--- src/rtl/clk_ratio_pkg.sv ---
package clk_ratio_pkg;

  typedef enum logic {
    MODE_BASE = 1'b0,
    MODE_HIGH = 1'b1
  } rate_mode_e;

  localparam int unsigned NUM_RATIOS = 5;
  localparam int unsigned NUM_HIGH   = 2;

  // Accepted ratios as multiples of a unit; the first NUM_HIGH entries are high rate.
  function automatic int unsigned ratio_of(input int unsigned idx, input int unsigned unit);
    case (idx)
      0:       ratio_of = 2 * unit;
      1:       ratio_of = 3 * unit;
      2:       ratio_of = 4 * unit;
      3:       ratio_of = 6 * unit;
      default: ratio_of = 8 * unit;
    endcase
  endfunction

endpackage

--- src/rtl/frame_edge_sync.sv ---
module frame_edge_sync (
  input  logic clk_i,
  input  logic rst_ni,
  input  logic async_i,
  output logic rise_o
);
  logic s1_q, s2_q, s3_q;

  always_ff @(posedge clk_i) begin
    if (!rst_ni) begin
      s1_q <= 1'b0;
      s2_q <= 1'b0;
      s3_q <= 1'b0;
    end else begin
      s1_q <= async_i;
      s2_q <= s1_q;
      s3_q <= s2_q;
    end
  end

  assign rise_o = s2_q & ~s3_q;

  assert_rise_single_R9: assert property (@(posedge clk_i) disable iff (!rst_ni)
    rise_o |=> !rise_o);
endmodule

--- src/rtl/ratio_period_counter.sv ---
module ratio_period_counter #(
  parameter int unsigned CNT_W = 11
) (
  input  logic             clk_i,
  input  logic             rst_ni,
  input  logic             restart_i,
  input  logic             rise_i,
  output logic             meas_o,
  output logic [CNT_W-1:0] count_o,
  output logic             stall_o
);
  localparam logic [CNT_W-1:0] CNT_MAX = {CNT_W{1'b1}};

  logic [CNT_W-1:0] cnt_q;
  logic             armed_q;

  always_ff @(posedge clk_i) begin
    if (!rst_ni || restart_i) begin
      cnt_q   <= '0;
      armed_q <= 1'b0;
    end else if (rise_i) begin
      cnt_q   <= '0;
      armed_q <= 1'b1;
    end else if (cnt_q != CNT_MAX) begin
      cnt_q <= cnt_q + 1'b1;
    end
  end

  assign stall_o = (cnt_q == CNT_MAX);
  assign meas_o  = rise_i & armed_q & ~restart_i;
  assign count_o = stall_o ? CNT_MAX : cnt_q + 1'b1;

  assert_cnt_saturates_R8: assert property (@(posedge clk_i) disable iff (!rst_ni)
    (stall_o && !rise_i && !restart_i) |=> stall_o);
  assert_meas_nonzero_R5: assert property (@(posedge clk_i) disable iff (!rst_ni)
    meas_o |-> (count_o != '0));
endmodule

--- src/rtl/ratio_classify.sv ---
module ratio_classify
  import clk_ratio_pkg::*;
#(
  parameter int unsigned CNT_W = 11,
  parameter int unsigned UNIT  = 64
) (
  input  logic [CNT_W-1:0] count_i,
  input  logic             div2_i,
  output logic             ok_o,
  output rate_mode_e       mode_o
);
  logic [CNT_W-1:0]      norm;
  logic                  odd_bad;
  logic [NUM_RATIOS-1:0] hit;
  logic [NUM_RATIOS-1:0] hit_high;

  assign norm    = div2_i ? (count_i >> 1) : count_i;
  assign odd_bad = div2_i & count_i[0];

  for (genvar g = 0; g < NUM_RATIOS; g++) begin : g_ratio
    localparam int unsigned RVAL = ratio_of(g, UNIT);
    assign hit[g] = !odd_bad && (norm == CNT_W'(RVAL));
    if (g < NUM_HIGH) begin : g_high
      assign hit_high[g] = hit[g];
    end else begin : g_base
      assign hit_high[g] = 1'b0;
    end
  end

  assign ok_o   = |hit;
  assign mode_o = (|hit_high) ? MODE_HIGH : MODE_BASE;

  always_comb begin
    assert_one_ratio_R2: assert ($countones(hit) <= 1);
  end
endmodule

--- src/rtl/clk_ratio_mode_detect.sv ---
module clk_ratio_mode_detect
  import clk_ratio_pkg::*;
#(
  parameter int unsigned CNT_W = 11,
  parameter int unsigned UNIT  = 64
) (
  input  logic             clk_i,
  input  logic             rst_ni,
  input  logic             frame_clk_i,
  input  logic             div2_i,
  output logic             mode_o,
  output logic [CNT_W-1:0] ratio_o,
  output logic             valid_o,
  output logic             error_o
);
  logic             rise;
  logic             meas;
  logic             stall;
  logic             restart;
  logic [CNT_W-1:0] count;
  logic             cls_ok;
  rate_mode_e       cls_mode;

  logic             div_q;
  logic [CNT_W-1:0] prev_q;
  logic             prev_ok_q;
  rate_mode_e       mode_q;
  logic [CNT_W-1:0] ratio_q;
  logic             valid_q;
  logic             error_q;

  frame_edge_sync u_sync (
    .clk_i   (clk_i),
    .rst_ni  (rst_ni),
    .async_i (frame_clk_i),
    .rise_o  (rise)
  );

  ratio_period_counter #(.CNT_W(CNT_W)) u_cnt (
    .clk_i     (clk_i),
    .rst_ni    (rst_ni),
    .restart_i (restart),
    .rise_i    (rise),
    .meas_o    (meas),
    .count_o   (count),
    .stall_o   (stall)
  );

  ratio_classify #(.CNT_W(CNT_W), .UNIT(UNIT)) u_cls (
    .count_i (count),
    .div2_i  (div_q),
    .ok_o    (cls_ok),
    .mode_o  (cls_mode)
  );

  assign restart = (div2_i != div_q);

  always_ff @(posedge clk_i) begin
    if (!rst_ni) begin
      div_q     <= 1'b0;
      prev_q    <= '0;
      prev_ok_q <= 1'b0;
      mode_q    <= MODE_BASE;
      ratio_q   <= '0;
      valid_q   <= 1'b0;
      error_q   <= 1'b0;
    end else if (restart) begin
      div_q     <= div2_i;
      prev_ok_q <= 1'b0;
      valid_q   <= 1'b0;
    end else if (meas && !cls_ok) begin
      error_q   <= 1'b1;
      valid_q   <= 1'b0;
      prev_ok_q <= 1'b0;
    end else if (meas) begin
      if (prev_ok_q && (count == prev_q)) begin
        valid_q <= 1'b1;
        error_q <= 1'b0;
        mode_q  <= cls_mode;
        ratio_q <= count;
      end else begin
        valid_q   <= 1'b0;
        prev_q    <= count;
        prev_ok_q <= 1'b1;
      end
    end else if (stall) begin
      error_q   <= 1'b1;
      valid_q   <= 1'b0;
      prev_ok_q <= 1'b0;
    end
  end

  assign mode_o  = mode_q;
  assign ratio_o = ratio_q;
  assign valid_o = valid_q;
  assign error_o = error_q;

  assert_valid_error_excl_R6: assert property (@(posedge clk_i) disable iff (!rst_ni)
    !(valid_o && error_o));
  assert_mode_on_confirm_R4: assert property (@(posedge clk_i) disable iff (!rst_ni)
    !$stable(mode_o) |-> valid_o);
  assert_div_clears_valid_R7: assert property (@(posedge clk_i) disable iff (!rst_ni)
    (div2_i != div_q) |=> !valid_o);
  assert_stall_error_R8: assert property (@(posedge clk_i) disable iff (!rst_ni)
    (stall && !rise && !restart) |=> error_o);
  assert_ratio_held_R5: assert property (@(posedge clk_i) disable iff (!rst_ni)
    (valid_o && !meas) |=> (valid_o == 1'b0 || $stable(ratio_o)));
endmodule

--- config.mk ---
export PLATFORM = sky130hd
export DESIGN_NAME = clk_ratio_mode_detect
export DESIGN_NICKNAME = d
export VERILOG_FILES = /design/src/rtl/clk_ratio_pkg.sv /design/src/rtl/frame_edge_sync.sv /design/src/rtl/ratio_period_counter.sv /design/src/rtl/ratio_classify.sv /design/src/rtl/clk_ratio_mode_detect.sv
export SDC_FILE = /design/constraint.sdc
export NUM_CORES = 1
export LEC_CHECK = 0
export BUFFER_PORTS_ARGS = -buffer_cell sky130_fd_sc_hd__buf_2
export CELL_PAD_IN_SITES_DETAIL_PLACEMENT = 1
export CELL_PAD_IN_SITES_GLOBAL_PLACEMENT = 2
export CORE_MARGIN = 4
export CORE_UTILIZATION = 37
export DETAILED_ROUTE_END_ITERATION = 10
export MAX_ROUTING_LAYER = met4
export PLACE_DENSITY = 0.9
export RECOVER_POWER = 25
export SLEW_MARGIN = 20
export SYNTH_ARGS = -nofsm -noshare
export SYNTH_HDL_FRONTEND = slang
export SYNTH_SLANG_ARGS = --single-unit
--- constraint.sdc ---
create_clock -name clk_i -period 3.25 [get_ports clk_i]
set_clock_uncertainty 0.2 [all_clocks]
set_input_delay 0.4875 -clock clk_i [delete_from_list [all_inputs] [get_ports clk_i]]
set_output_delay 0.4875 -clock clk_i [all_outputs]
set_load 0.02 [all_outputs]
==> results.md <==
* Outcome: complete, no violations
* DIE AREA at around 7900 sq um
* Clock Sinks at 42
* Pleak at 0.000973 uW
* Clock slew seen by the registers of the worst setup and hold paths at 90 ps
* Post-synthesis adder-cell area fraction at 0.515%
* Most used flip-flop cell after synthesis: sky130_fd_sc_hd__dfxtp_1
* Final-report hold violation count at 0
* Critical path type: register to register
* Post-Route Setup TNS at 0 ps
* Ordered list of cells on the worst path: and3b_1 -> or4_1 -> a311oi_1 -> a31oi_1 -> buf_4 -> nor4b_4 -> a22oi_4 -> buf_12 -> nor3b_2
* Net Count, Synth at 284
* Cell depth of the worst min-delay path at 2
* Global Route Usage Sum at a little under a fifth
* Aggregate global routing overflow at 0
* Count of TritonRoute iterations in the first routing pass at 4
* Max-cap violation count at 0
* Fraction of synthesized cell area taken by the top area cell type at 34.6%
* Total Nets Final at 300
* Number of buffers added by the clock tree synthesis step at 5
* Starting density of the core at 38.2%
* Leading area contributor after synthesis: sky130_fd_sc_hd__dfxtp_1
* Maximum level of the CTS H-tree at 2
* Post-detailed-route count of antenna-violating nets at 0
* Reg2reg end: prev_q[5]$_SDFFE_PN0P_
* Inst Count DP at around 360
* Most area-consuming cells after synthesis: sky130_fd_sc_hd__dfxtp_1 (35%), sky130_fd_sc_hd__mux2i_1 (4.9%), sky130_fd_sc_hd__nand2_1 (3.6%), sky130_fd_sc_hd__nand3_1 (3.3%), sky130_fd_sc_hd__xnor2_1 (2.5%)
* Setup Viol. Count Final at 0
* Total detailed-routing wirelength at 6580 um
* RSZ-0062 raised after global routing: no
* CTS tree: built
* Compound-Gate Fraction of Synth Area at 20.8%
* CP Data Required Time at approximately 3300 ps
* IO Count at 18
* Share of cells above drive strength 1 at 15.2%
* Antenna violations before repair at 0
* DR iter-0 viols at 200
* Hold_sp: frame_clk_i
* Routed vias/inst at approximately 6
* Antenna cell count at 0
* Most common library cells after synthesis: sky130_fd_sc_hd__dfxtp_1 (42), sky130_fd_sc_hd__nand2_1 (23), sky130_fd_sc_hd__nand3_1 (16)
* Critical Path Sink Type: register
* Area of the core at 6350 sq um
* Layout overhead on the synthesized area at 11.8%
* Crit path max fanout at 11
* Placer congestion estimate at 0.848
* Synthesized flop and latch total at 42
* Data arrival at the endpoint of the critical path at between 3000 and 4000 ps
* Post-Place Setup Slack at 34.0 ps
* Clock latency of the later-clocked register in the worst-skew pair at 300 ps
* Period utilisation layout at 96.1%
* Via count at 2200
* Critical Path Source Type: register
* Peak ir drop on the vdd network at 0.187 mV
* Critical-path cell with the highest stage delay: sky130_fd_sc_hd__dfxtp_1
* Worst setup slack for register-to-register paths at 130 ps
* Via count of the first global-routing pass at 2165
* Total number of yosys warnings at 0
* Die Span X at a little under 90 um
* Worst Tran Pin Value at 912 ps
* Post-route non-filler standard cell count at 373
* Average instance area after synthesis at 8.70 sq um
* Final min period at 3120 ps
* Hold_ws at 194 ps
* Fmax at 320 MHz
* IO buf count at 17
* Largest buffer count on any clock path at 2
* Power density normalized to cell area at ~340 nW/um^2
* First-pass GRT wire length at 11300 um
* Post-synthesis instance area at ~2400 sq um
* Worst-case hold path end point: u_sync.s1_q$_SDFF_PN0_
* Slowest cell delay on critical path at 590 ps
* Reg-to-reg startpoint: u_cnt.cnt_q[3]$_SDFFE_PP0N_
* Pin count of the biggest net entering global routing at 26
* Share of the yosys chip area belonging to registers at 34.6%
* Most common cell in the synthesized netlist: sky130_fd_sc_hd__dfxtp_1
* Number of enable flip-flop cells after synthesis at 0
* Logic depth of the worst register-to-register path at 9
* Worst relative slew slack at 39.2%
* Xor and xnor fraction of the mapped netlist area at 4.33%
* Mux contribution to synthesized area at 4.95%
* Cell chosen for the clock root: sky130_fd_sc_hd__clkbuf_8
* FILL cells at 756
* Post-layout worst setup margin at 125 ps
* Die boundary height at 89.0 um
* Fraction of registers with async set/reset at 0%
* Number of standard cells after synthesis at 279
* Drt drc at 0
* Post-detailed-placement half-perimeter wirelength at between 4000 and 5000 um
* Share of synthesized cell area in and, or, nand and nor gates at between 20% and 30%
* Post-Route Utilization at 42.8%
* Max Transition Viols Final at 0
* Library cells used by synthesis at 62
* Average detailed-routed wire length per instance at 17.6 um
* Tightest Hold Check Type: input port to register
* Largest family of logic cells by synthesized area: simple AND/OR/NAND/NOR gates
* Number of rows in the core area at 29
==> flip-flops by register name (all words and copies together) (netlist names) <==
name,cells
mode_o,1
u_cnt.armed_q,1
error_o,1
prev_q,11
valid_o,1
prev_ok_q,1
u_sync.s1_q,1
u_sync.s3_q,1
u_sync.s2_q,1
u_cnt.cnt_q,11
div_q,1
ratio_o,11
==> power breakdown <==
part	total, uW	internal [uW]	switching [uW]	leakage, uW
sequential	523	518	4.76	0.000339
combinational	50.9	17.9	33.0	0.000586
clock	361	171	190	0.0000472
==> timing repair <==
action,4_1_cts,5_1_grt
hold buffers,0,0
setup endpoints to repair,0,22
setup buffers,0,2
gates resized for setup,0,3
==> metal layers <==
layer / track usage (%) / share of wire, % / vias to the layer above
li1: - / - / 1064
met1: 25.4 / 49 / 1075
met2: 28.1 / 46 / 48
met3: 4.24 / 3.9 / 13
met4: 5.28 / 1.4 / 0
met5: - / 0 / -
==> layout by cell type, fill, tap and decap left out, types with 2 or more instances in the layout <==
cell	instances
sky130_fd_sc_hd__and3_1	8
sky130_fd_sc_hd__a21boi_0	3
sky130_fd_sc_hd__nor3_1	10
sky130_fd_sc_hd__or2_2	3
sky130_fd_sc_hd__or3_1	5
sky130_fd_sc_hd__o21ai_0	5
sky130_fd_sc_hd__nand4_1	4
sky130_fd_sc_hd__o21a_1	3
sky130_fd_sc_hd__a311oi_1	3
sky130_fd_sc_hd__mux2i_1	12
sky130_fd_sc_hd__xor2_1	5
sky130_fd_sc_hd__a31oi_1	5
sky130_fd_sc_hd__nor4_1	4
sky130_fd_sc_hd__nor3b_2	3
sky130_fd_sc_hd__clkbuf_1	9
sky130_fd_sc_hd__buf_2	8
sky130_fd_sc_hd__xnor2_1	7
sky130_fd_sc_hd__a21oi_1	12
sky130_fd_sc_hd__nor2_1	15
sky130_fd_sc_hd__nand3_1	16
sky130_fd_sc_hd__o31ai_1	3
sky130_fd_sc_hd__buf_4	11
sky130_fd_sc_hd__a41oi_1	2
sky130_fd_sc_hd__o311a_1	2
sky130_fd_sc_hd__inv_1	9
sky130_fd_sc_hd__nand2_1	23
sky130_fd_sc_hd__o211a_1	3
sky130_fd_sc_hd__and2_1	6
sky130_fd_sc_hd__dfxtp_1	42
sky130_fd_sc_hd__nand2b_1	3
sky130_fd_sc_hd__o2111ai_1	2
sky130_fd_sc_hd__and4_1	3
sky130_fd_sc_hd__and2_0	2
sky130_fd_sc_hd__nand3b_1	2
sky130_fd_sc_hd__a211oi_1	3
sky130_fd_sc_hd__a21o_1	5
sky130_fd_sc_hd__clkbuf_8	6
==> worst max-delay path: cells and delay by family (launching register included) <==
family	cells	cell delay [ps]
flip-flops	1	590
AND/OR/NAND/NOR	4	1330
buffers and inverters	2	340
AO/OA/AOI/OAI	3	590
==> through the flow <==
step	total power, uW	cell area, sq um
detailed placement	583	2580
CTS	948	2680
global route	983	2720
global placement	583	2580
finish	935	2720
floorplan	568	2430
==> worst max-delay path by stage <==
stage / startpoint / end / slack [ps]
2_1_floorplan: u_cnt.cnt_q[1]$_SDFFE_PP0N_ / ratio_o[8]$_SDFFE_PN0P_ / 570
3_3_place_gp: u_cnt.cnt_q[1]$_SDFFE_PP0N_ / prev_q[10]$_SDFFE_PN0P_ / 150
3_5_place_dp: u_cnt.cnt_q[1]$_SDFFE_PP0N_ / prev_q[9]$_SDFFE_PN0P_ / 30
4_1_cts: u_cnt.cnt_q[1]$_SDFFE_PP0N_ / prev_q[9]$_SDFFE_PN0P_ / 10
5_1_grt: u_cnt.cnt_q[2]$_SDFFE_PP0N_ / ratio_o[7]$_SDFFE_PN0P_ / 3
6_report: u_cnt.cnt_q[3]$_SDFFE_PP0N_ / prev_q[5]$_SDFFE_PN0P_ / 130
==> logic make-up after synthesis <==
group,after synthesis
and+or+nand+nor,119
AOI/OAI and AO/OA,64
DFF,42
buffers and inverters,29
xor gates and xnor gates,12
muxes,12
adders and majority gates,1
==> final cells by class <==
class / count / area [sq um] / share of cell area [%]
clock buffers: 6 / 82.6 / 3.04
inverters: 9 / 33.8 / 1.24
clock inverters: 2 / 12.5 / 0.461
multi-input cells: 208 / 1470 / 54.2
well taps: 77 / 96.3 / 3.55
flip-flops and latches: 42 / 841 / 31.0
repair buffers: 29 / 176 / 6.50
Power figures use the tool's default switching activity.
